## src/rtl/lui_pkg.sv

```systemverilog
`timescale 1ns/1ps
package lui_pkg;

  // Armed destination slots: one normal, one for the odd half of a pair.
  localparam int ARM_SLOTS = 2;

  typedef enum logic [3:0] {
    OP_OTHER = 4'd0,
    OP_LHI   = 4'd1,
    OP_LB    = 4'd2,
    OP_LBU   = 4'd3,
    OP_LH    = 4'd4,
    OP_LHU   = 4'd5,
    OP_LW    = 4'd6,
    OP_LF    = 4'd7,
    OP_LD    = 4'd8
  } op_e;

  typedef enum logic [1:0] {
    FMT_REG   = 2'd0,
    FMT_IMM   = 2'd1,
    FMT_STORE = 2'd2,
    FMT_JUMP  = 2'd3
  } fmt_e;

  // True for loads that read memory (and so have the one-slot delay).
  function automatic logic op_arms(input logic [3:0] op);
    case (op_e'(op))
      OP_LB, OP_LBU, OP_LH, OP_LHU, OP_LW, OP_LF, OP_LD: op_arms = 1'b1;
      default:                                           op_arms = 1'b0;
    endcase
  endfunction

  function automatic logic op_pair(input logic [3:0] op);
    op_pair = (op_e'(op) == OP_LD);
  endfunction

  function automatic logic fmt_uses_src1(input logic [1:0] fmt);
    fmt_uses_src1 = (fmt_e'(fmt) != FMT_JUMP);
  endfunction

  function automatic logic fmt_uses_src2(input logic [1:0] fmt);
    fmt_uses_src2 = (fmt_e'(fmt) == FMT_REG) || (fmt_e'(fmt) == FMT_STORE);
  endfunction

endpackage

```

## src/rtl/ilk_arm.sv

```systemverilog
`timescale 1ns/1ps
module ilk_arm
  import lui_pkg::*;
#(
  parameter int REG_W = 6,
  parameter int SLOTS = ARM_SLOTS
) (
  input  logic                        clk,
  input  logic                        rst_n,
  input  logic                        fire,
  input  logic [3:0]                  op,
  input  logic [REG_W-1:0]            dst,
  output logic [SLOTS-1:0]            arm_vld,
  output logic [SLOTS-1:0][REG_W-1:0] arm_id
);

  logic is_ld;
  logic is_pair;

  assign is_ld   = fire && op_arms(op);
  assign is_pair = op_pair(op);

  for (genvar s = 0; s < SLOTS; s++) begin : g_slot
    logic [REG_W-1:0] id_nxt;
    logic             vld_nxt;

    // Slot 0 carries the plain destination, or the even half of a pair;
    // further slots carry the odd half and exist only for pair loads.
    if (s == 0) begin : g_first
      assign id_nxt  = is_pair ? {dst[REG_W-1:1], 1'b0} : dst;
      assign vld_nxt = is_ld && (id_nxt != '0);
    end else begin : g_pair
      assign id_nxt  = {dst[REG_W-1:1], 1'b1};
      assign vld_nxt = is_ld && is_pair && (id_nxt != '0);
    end

    // Armed state is rewritten every cycle, so it lives one slot only.
    always_ff @(posedge clk) begin
      if (!rst_n) begin
        arm_vld[s] <= 1'b0;
        arm_id[s]  <= '0;
      end else begin
        arm_vld[s] <= vld_nxt;
        arm_id[s]  <= id_nxt;
      end
    end
  end

  // anything armed came from a memory load accepted one cycle earlier
  assert_arm_from_load_R3: assert property (@(posedge clk) disable iff (!rst_n)
    (|arm_vld) |-> $past(fire && op_arms(op)));

  // integer register 0 is never armed
  assert_no_zero_arm_R6: assert property (@(posedge clk) disable iff (!rst_n)
    arm_vld[0] |-> (arm_id[0] != '0));

endmodule

```

## src/rtl/ilk_match.sv

```systemverilog
`timescale 1ns/1ps
module ilk_match
  import lui_pkg::*;
#(
  parameter int REG_W = 6,
  parameter int SLOTS = ARM_SLOTS
) (
  input  logic [SLOTS-1:0]            arm_vld,
  input  logic [SLOTS-1:0][REG_W-1:0] arm_id,
  input  logic                        valid,
  input  logic [1:0]                  fmt,
  input  logic [REG_W-1:0]            src1,
  input  logic [REG_W-1:0]            src2,
  output logic                        hazard
);

  logic             chk1;
  logic             chk2;
  logic [SLOTS-1:0] hit;

  // A read of integer register 0 is never a dependency.
  assign chk1 = fmt_uses_src1(fmt) && (src1 != '0);
  assign chk2 = fmt_uses_src2(fmt) && (src2 != '0);

  for (genvar s = 0; s < SLOTS; s++) begin : g_cmp
    assign hit[s] = arm_vld[s] &&
                    ((chk1 && (src1 == arm_id[s])) ||
                     (chk2 && (src2 == arm_id[s])));
  end

  assign hazard = valid && (|hit);

endmodule

```

## src/rtl/ilk_stats.sv

```systemverilog
`timescale 1ns/1ps
module ilk_stats #(
  parameter int CNT_W = 8,
  parameter int CYC_W = 32
) (
  input  logic             clk,
  input  logic             rst_n,
  input  logic             stall,
  input  logic             clr,
  output logic [CNT_W-1:0] stall_count,
  output logic [CYC_W-1:0] cycle_count
);

  localparam logic [CNT_W-1:0] CNT_MAX = '1;
  localparam logic [CYC_W-1:0] CYC_ONE = CYC_W'(1);
  localparam logic [CYC_W-1:0] CYC_TWO = CYC_W'(2);

  always_ff @(posedge clk) begin
    if (!rst_n) begin
      stall_count <= '0;
      cycle_count <= '0;
    end else begin
      cycle_count <= cycle_count + (stall ? CYC_TWO : CYC_ONE);
      if (clr) begin
        stall_count <= '0;
      end else if (stall && (stall_count != CNT_MAX)) begin
        stall_count <= stall_count + CNT_W'(1);
      end
    end
  end

  assert_cnt_inc_R8: assert property (@(posedge clk) disable iff (!rst_n)
    (stall && !clr && (stall_count != CNT_MAX)) |=>
      (stall_count == $past(stall_count) + CNT_W'(1)));

  assert_cnt_sat_R8: assert property (@(posedge clk) disable iff (!rst_n)
    (!clr && (stall_count == CNT_MAX)) |=> (stall_count == CNT_MAX));

  assert_cnt_clr_R9: assert property (@(posedge clk) disable iff (!rst_n)
    clr |=> (stall_count == '0));

  assert_cyc_stall_R10: assert property (@(posedge clk) disable iff (!rst_n)
    stall |=> (cycle_count == $past(cycle_count) + CYC_TWO));

  assert_cyc_run_R10: assert property (@(posedge clk) disable iff (!rst_n)
    !stall |=> (cycle_count == $past(cycle_count) + CYC_ONE));

endmodule

```

## src/rtl/load_use_interlock.sv

```systemverilog
`timescale 1ns/1ps
module load_use_interlock
  import lui_pkg::*;
#(
  parameter int REG_W = 6,
  parameter int CNT_W = 8,
  parameter int CYC_W = 32
) (
  input  logic             clk,
  input  logic             rst_n,
  input  logic             stat_clr,
  input  logic             dec_valid,
  output logic             dec_ready,
  input  logic [3:0]       dec_op,
  input  logic [1:0]       dec_fmt,
  input  logic [REG_W-1:0] dec_dst,
  input  logic [REG_W-1:0] dec_src1,
  input  logic [REG_W-1:0] dec_src2,
  output logic             stall,
  output logic [CNT_W-1:0] stall_count,
  output logic [CYC_W-1:0] cycle_count
);

  localparam int SLOTS = ARM_SLOTS;

  logic                        fire;
  logic [SLOTS-1:0]            arm_vld;
  logic [SLOTS-1:0][REG_W-1:0] arm_id;
  logic                        hazard;

  assign stall     = hazard;
  assign dec_ready = !hazard;
  assign fire      = dec_valid && !hazard;

  ilk_arm #(.REG_W(REG_W), .SLOTS(SLOTS)) u_arm (
    .clk     (clk),
    .rst_n   (rst_n),
    .fire    (fire),
    .op      (dec_op),
    .dst     (dec_dst),
    .arm_vld (arm_vld),
    .arm_id  (arm_id)
  );

  ilk_match #(.REG_W(REG_W), .SLOTS(SLOTS)) u_match (
    .arm_vld (arm_vld),
    .arm_id  (arm_id),
    .valid   (dec_valid),
    .fmt     (dec_fmt),
    .src1    (dec_src1),
    .src2    (dec_src2),
    .hazard  (hazard)
  );

  ilk_stats #(.CNT_W(CNT_W), .CYC_W(CYC_W)) u_stats (
    .clk         (clk),
    .rst_n       (rst_n),
    .stall       (hazard),
    .clr         (stat_clr),
    .stall_count (stall_count),
    .cycle_count (cycle_count)
  );

  // a stall only follows an accepted instruction in the slot before
  assert_stall_after_accept_R1: assert property (@(posedge clk) disable iff (!rst_n)
    stall |-> $past(fire));

  // never two stall cycles in a row
  assert_single_stall_R7: assert property (@(posedge clk) disable iff (!rst_n)
    stall |=> !stall);

  // an empty slot never stalls
  assert_idle_no_stall_R12: assert property (@(posedge clk) disable iff (!rst_n)
    !dec_valid |-> !stall);

endmodule

```

## config.mk

```make
export PLATFORM = sky130hd
export DESIGN_NAME = load_use_interlock
export DESIGN_NICKNAME = d
export VERILOG_FILES = /design/src/rtl/lui_pkg.sv /design/src/rtl/ilk_arm.sv /design/src/rtl/ilk_match.sv /design/src/rtl/ilk_stats.sv /design/src/rtl/load_use_interlock.sv
export SDC_FILE = /design/constraint.sdc
export NUM_CORES = 1
export LEC_CHECK = 0
export BUFFER_PORTS_ARGS = -buffer_cell sky130_fd_sc_hd__buf_2
export CAP_MARGIN = 10
export CELL_PAD_IN_SITES_DETAIL_PLACEMENT = 1
export CELL_PAD_IN_SITES_GLOBAL_PLACEMENT = 2
export CORE_MARGIN = 5
export CORE_UTILIZATION = 32
export DETAILED_ROUTE_END_ITERATION = 10
export PLACE_DENSITY = 0.87
export SYNTH_ARGS = -nofsm -noshare
export SYNTH_HDL_FRONTEND = slang
export SYNTH_SLANG_ARGS = --single-unit
```

## constraint.sdc

```tcl
create_clock -name clk -period 6.75 [get_ports clk]
set_input_delay 0.675 -clock clk [delete_from_list [all_inputs] [get_ports clk]]
set_output_delay 0.675 -clock clk [all_outputs]
set_load 0.005 [all_outputs]
```

==> results.json <==
{
  "num-fill-cells": 898,
  "regArea_sq_um": 980.9,
  "critPathMaxStageDelay_ps": 640,
  "grt_pass1_wl_mm": 9.991,
  "drive_above_1_share_pct": 25.76,
  "outcome": "complete, no violations",
  "worstPathCellList": "buf_2 -> or4_1 -> o311ai_1 -> nor4b_2 -> o21ai_4 -> ha_1 -> inv_1 -> fa_1 -> nor4_2 -> and4_1 -> nand4_1 -> xnor2_1 -> and2_1",
  "synth.area.top_cells": "dfxtp_1, xnor2_1, and2_1",
  "ys.flop_type": "dfxtp_1",
  "avgSynthCellArea_sq_um": 9.118,
  "switching_share_pct": 22.45,
  "portBuffers": 69,
  "place.gp.congestion": 0.7358,
  "drv_slew": 0,
  "synth_xor_area_share_pct": 12.15,
  "cts_tree": "built",
  "boundaryPins": 70,
  "grt_max_degree": 43,
  "drt-total-wl_mm": 6.087,
  "synth.top_cell.area_share_pct": 41.22,
  "period_needed_ps": 4253,
  "combPwrFrac_pct": 6.9,
  "finalNonFillerCells": 429,
  "cts_root_buf": "clkbuf_8",
  "dpl_worst_slack_ps": 2172,
  "yosysUniqueCellTypes": 44,
  "clock-skew-final_ps": 12.24,
  "cp-start-kind": "input pin",
  "place_inst": 421,
  "die_y_um": 96.24,
  "numCtsBuffers": 5,
  "netlist_area_sq_um": 2380,
  "rsz0062_at_grt": "false",
  "ant_nets": 0,
  "nets": 361,
  "drc_errors": 0,
  "rows": 31,
  "tightest_slew_ps": 674.8,
  "hold_class": "reg2reg",
  "synth_edf_count": 0,
  "area_growth_syn_to_layout_pct": 22.40,
  "timing.final.crit_share_pct": 63.01,
  "clock_latency_ps": 300,
  "synthAdderAreaFrac_pct": 2.419,
  "synth_area_leader_cell": "dfxtp_1",
  "yosysSeqAreaShare_pct": 41.22,
  "first_pass_iters": 4,
  "setup_tns_ps": 0,
  "cts.reportedPaths.clkPinSlew_ps": 80,
  "die_w_um": 96.24,
  "layout_setup_ws_ps": 2497,
  "crit_type": "in2reg",
  "crit_slowest_cell": "nor4_2",
  "synth_nets": 293,
  "synth_top_family_by_area": "simple AND/OR/NAND/NOR gates",
  "r2r_setup_slack_ps": 3060,
  "final_cell_area_sq_um": 2913,
  "diodes": 0,
  "leakage_nw": 1.218,
  "async_flop_share_pct": 0,
  "power_mw": 0.5212,
  "syn_inst": 261,
  "overflow": 0,
  "multiInputGateArea_sq_um": 1328,
  "cp.required_ps": 6940,
  "hold_violations": 0,
  "drtIter0Drc": 27,
  "antenna_found_initial": 0,
  "max_freq_mhz": 235.1,
  "drt-wirelength-per-cell_um": 14.19,
  "ctsResizeCount": 0,
  "dieArea_sq_um": 9261,
  "start_util_pct": 32.81,
  "viasPerCell": 4.921,
  "synth_most_common_cell": "dfxtp_1",
  "synth_top_cells_by_count": "dfxtp_1, and2_1, nand2_1, xnor2_1",
  "intPower_mw": 0.4042,
  "holdWs_ps": 504.3,
  "setup_viol": 0,
  "critPathMaxFanout": 18,
  "max_cap_viol_count": 0,
  "post_cts_buffers": 0,
  "end_kind": "flop",
  "yosys.area_share.simple_pct": 29.81,
  "peakVddDrop_v": 0.00007031,
  "cts.path.max_buffers": 2,
  "cts-hold-fix-buffers": 0,
  "muxShareOfSynthArea_pct": 0,
  "arrival_ps": 4440,
  "dpl.hpwl_mm": 4.737,
  "yosys_warnings": 0,
  "switchingPower_mw": 0.1170,
  "pwr_density_cell_nw_per_um2": 178.9,
  "grt_pass1_vias": 2218,
  "h-tree-depth": 2,
  "p_seq_share_pct": 57.0,
  "synth-compound-area-share_pct": 11.41,
  "dpl_cell_area_sq_um": 2811,
  "relSlewSlack_pct": 54.64,
  "grt_use_total_pct": 13.53,
  "vias": 2111,
  "ys_seq_elements": 49,
  "final_core_util_pct": 40.16,
  "cts_sinks": 49,
  "coreArea_sq_um": 7253,
  "power.share.clock_pct": 36.1
}
==> power groups by stage <==
stage	Combinational, mW	Clock [mW]	Sequential, mW
final	0.0361	0.188	0.297
after detailed placement	0.0369	0	0.304
after global routing	0.0408	0.208	0.298
after global placement	0.0363	0	0.304
after floorplan	0.0198	0	0.303
after CTS	0.0371	0.198	0.297
==> routing by layer <==
layer	track usage (%)	part of all wire (%)	vias up
met5	0	0	-
met4	3.910	0.71	0
met3	2.737	5.7	4
met2	23.35	48	49
met1	16.91	46	1008
li1	-	-	1050
==> placed cells by master, fill, tap and decap left out, drive strengths merged <==
cell type  count
a211oi         1
a21boi         7
a21o           1
a21oi          5
a221o          1
a221oi         1
a22oi          1
and2          26
and3           1
and4           5
buf           69
clkbuf         7
clkinv         1
dfxtp         49
fa             1
ha             3
inv            9
nand2         22
nand2b         2
nand3         13
nand3b         1
nand4          9
nor2          12
nor2b          7
nor3           3
nor4           3
nor4b          3
o211a          2
o21ai         11
o311ai         3
o31ai          3
o41ai          2
or2            1
or3            8
or4            4
xnor2         21
xor2          12
==> logic make-up after synthesis <==
family	after synthesis
AOI/OAI and AO/OA	38
xor gates and xnor gates	33
DFF	49
buffers and inverters	17
and+or+nand+nor	120
adders and majority gates	4
==> registers in the layout, indices dropped and copies added, names as in the netlist <==
| register | flops |
|---|---|
| u_stats.stall_count | 8 |
| u_arm.arm_vld | 2 |
| u_arm.arm_id | 7 |
| u_stats.cycle_count | 32 |
==> critical path: cells and delay by family <==
kind	cells	cell delay [ps]
AO/OA/AOI/OAI	2	780
adder cells (fa/ha/maj)	2	710
buffers and inverters	2	160
XOR/XNOR	1	140
AND/OR/NAND/NOR	6	1960
==> final cells by class <==
class                      instances  area share [%]
clock buffer                       7           3.308
clock inverter                     1          0.1718
inverter                           9           1.160
multi-input combinational        195           45.58
sequential                        49           33.68
tap                               99           4.253
timing repair buffer              69           11.86
==> final timing paths <==
kind,startpoint,depth (start not counted),end
max,dec_src1[1],13,u_stats.cycle_count[30]$_SDFF_PN0_
min,u_stats.cycle_count[31]$_SDFF_PN0_,2,u_stats.cycle_count[31]$_SDFF_PN0_
max reg2reg,u_arm.arm_id[0]$_SDFF_PN0_,12,u_stats.cycle_count[30]$_SDFF_PN0_
min reg2reg,u_stats.cycle_count[31]$_SDFF_PN0_,2,u_stats.cycle_count[31]$_SDFF_PN0_
No activity file was read; power rests on OpenSTA's default activity.
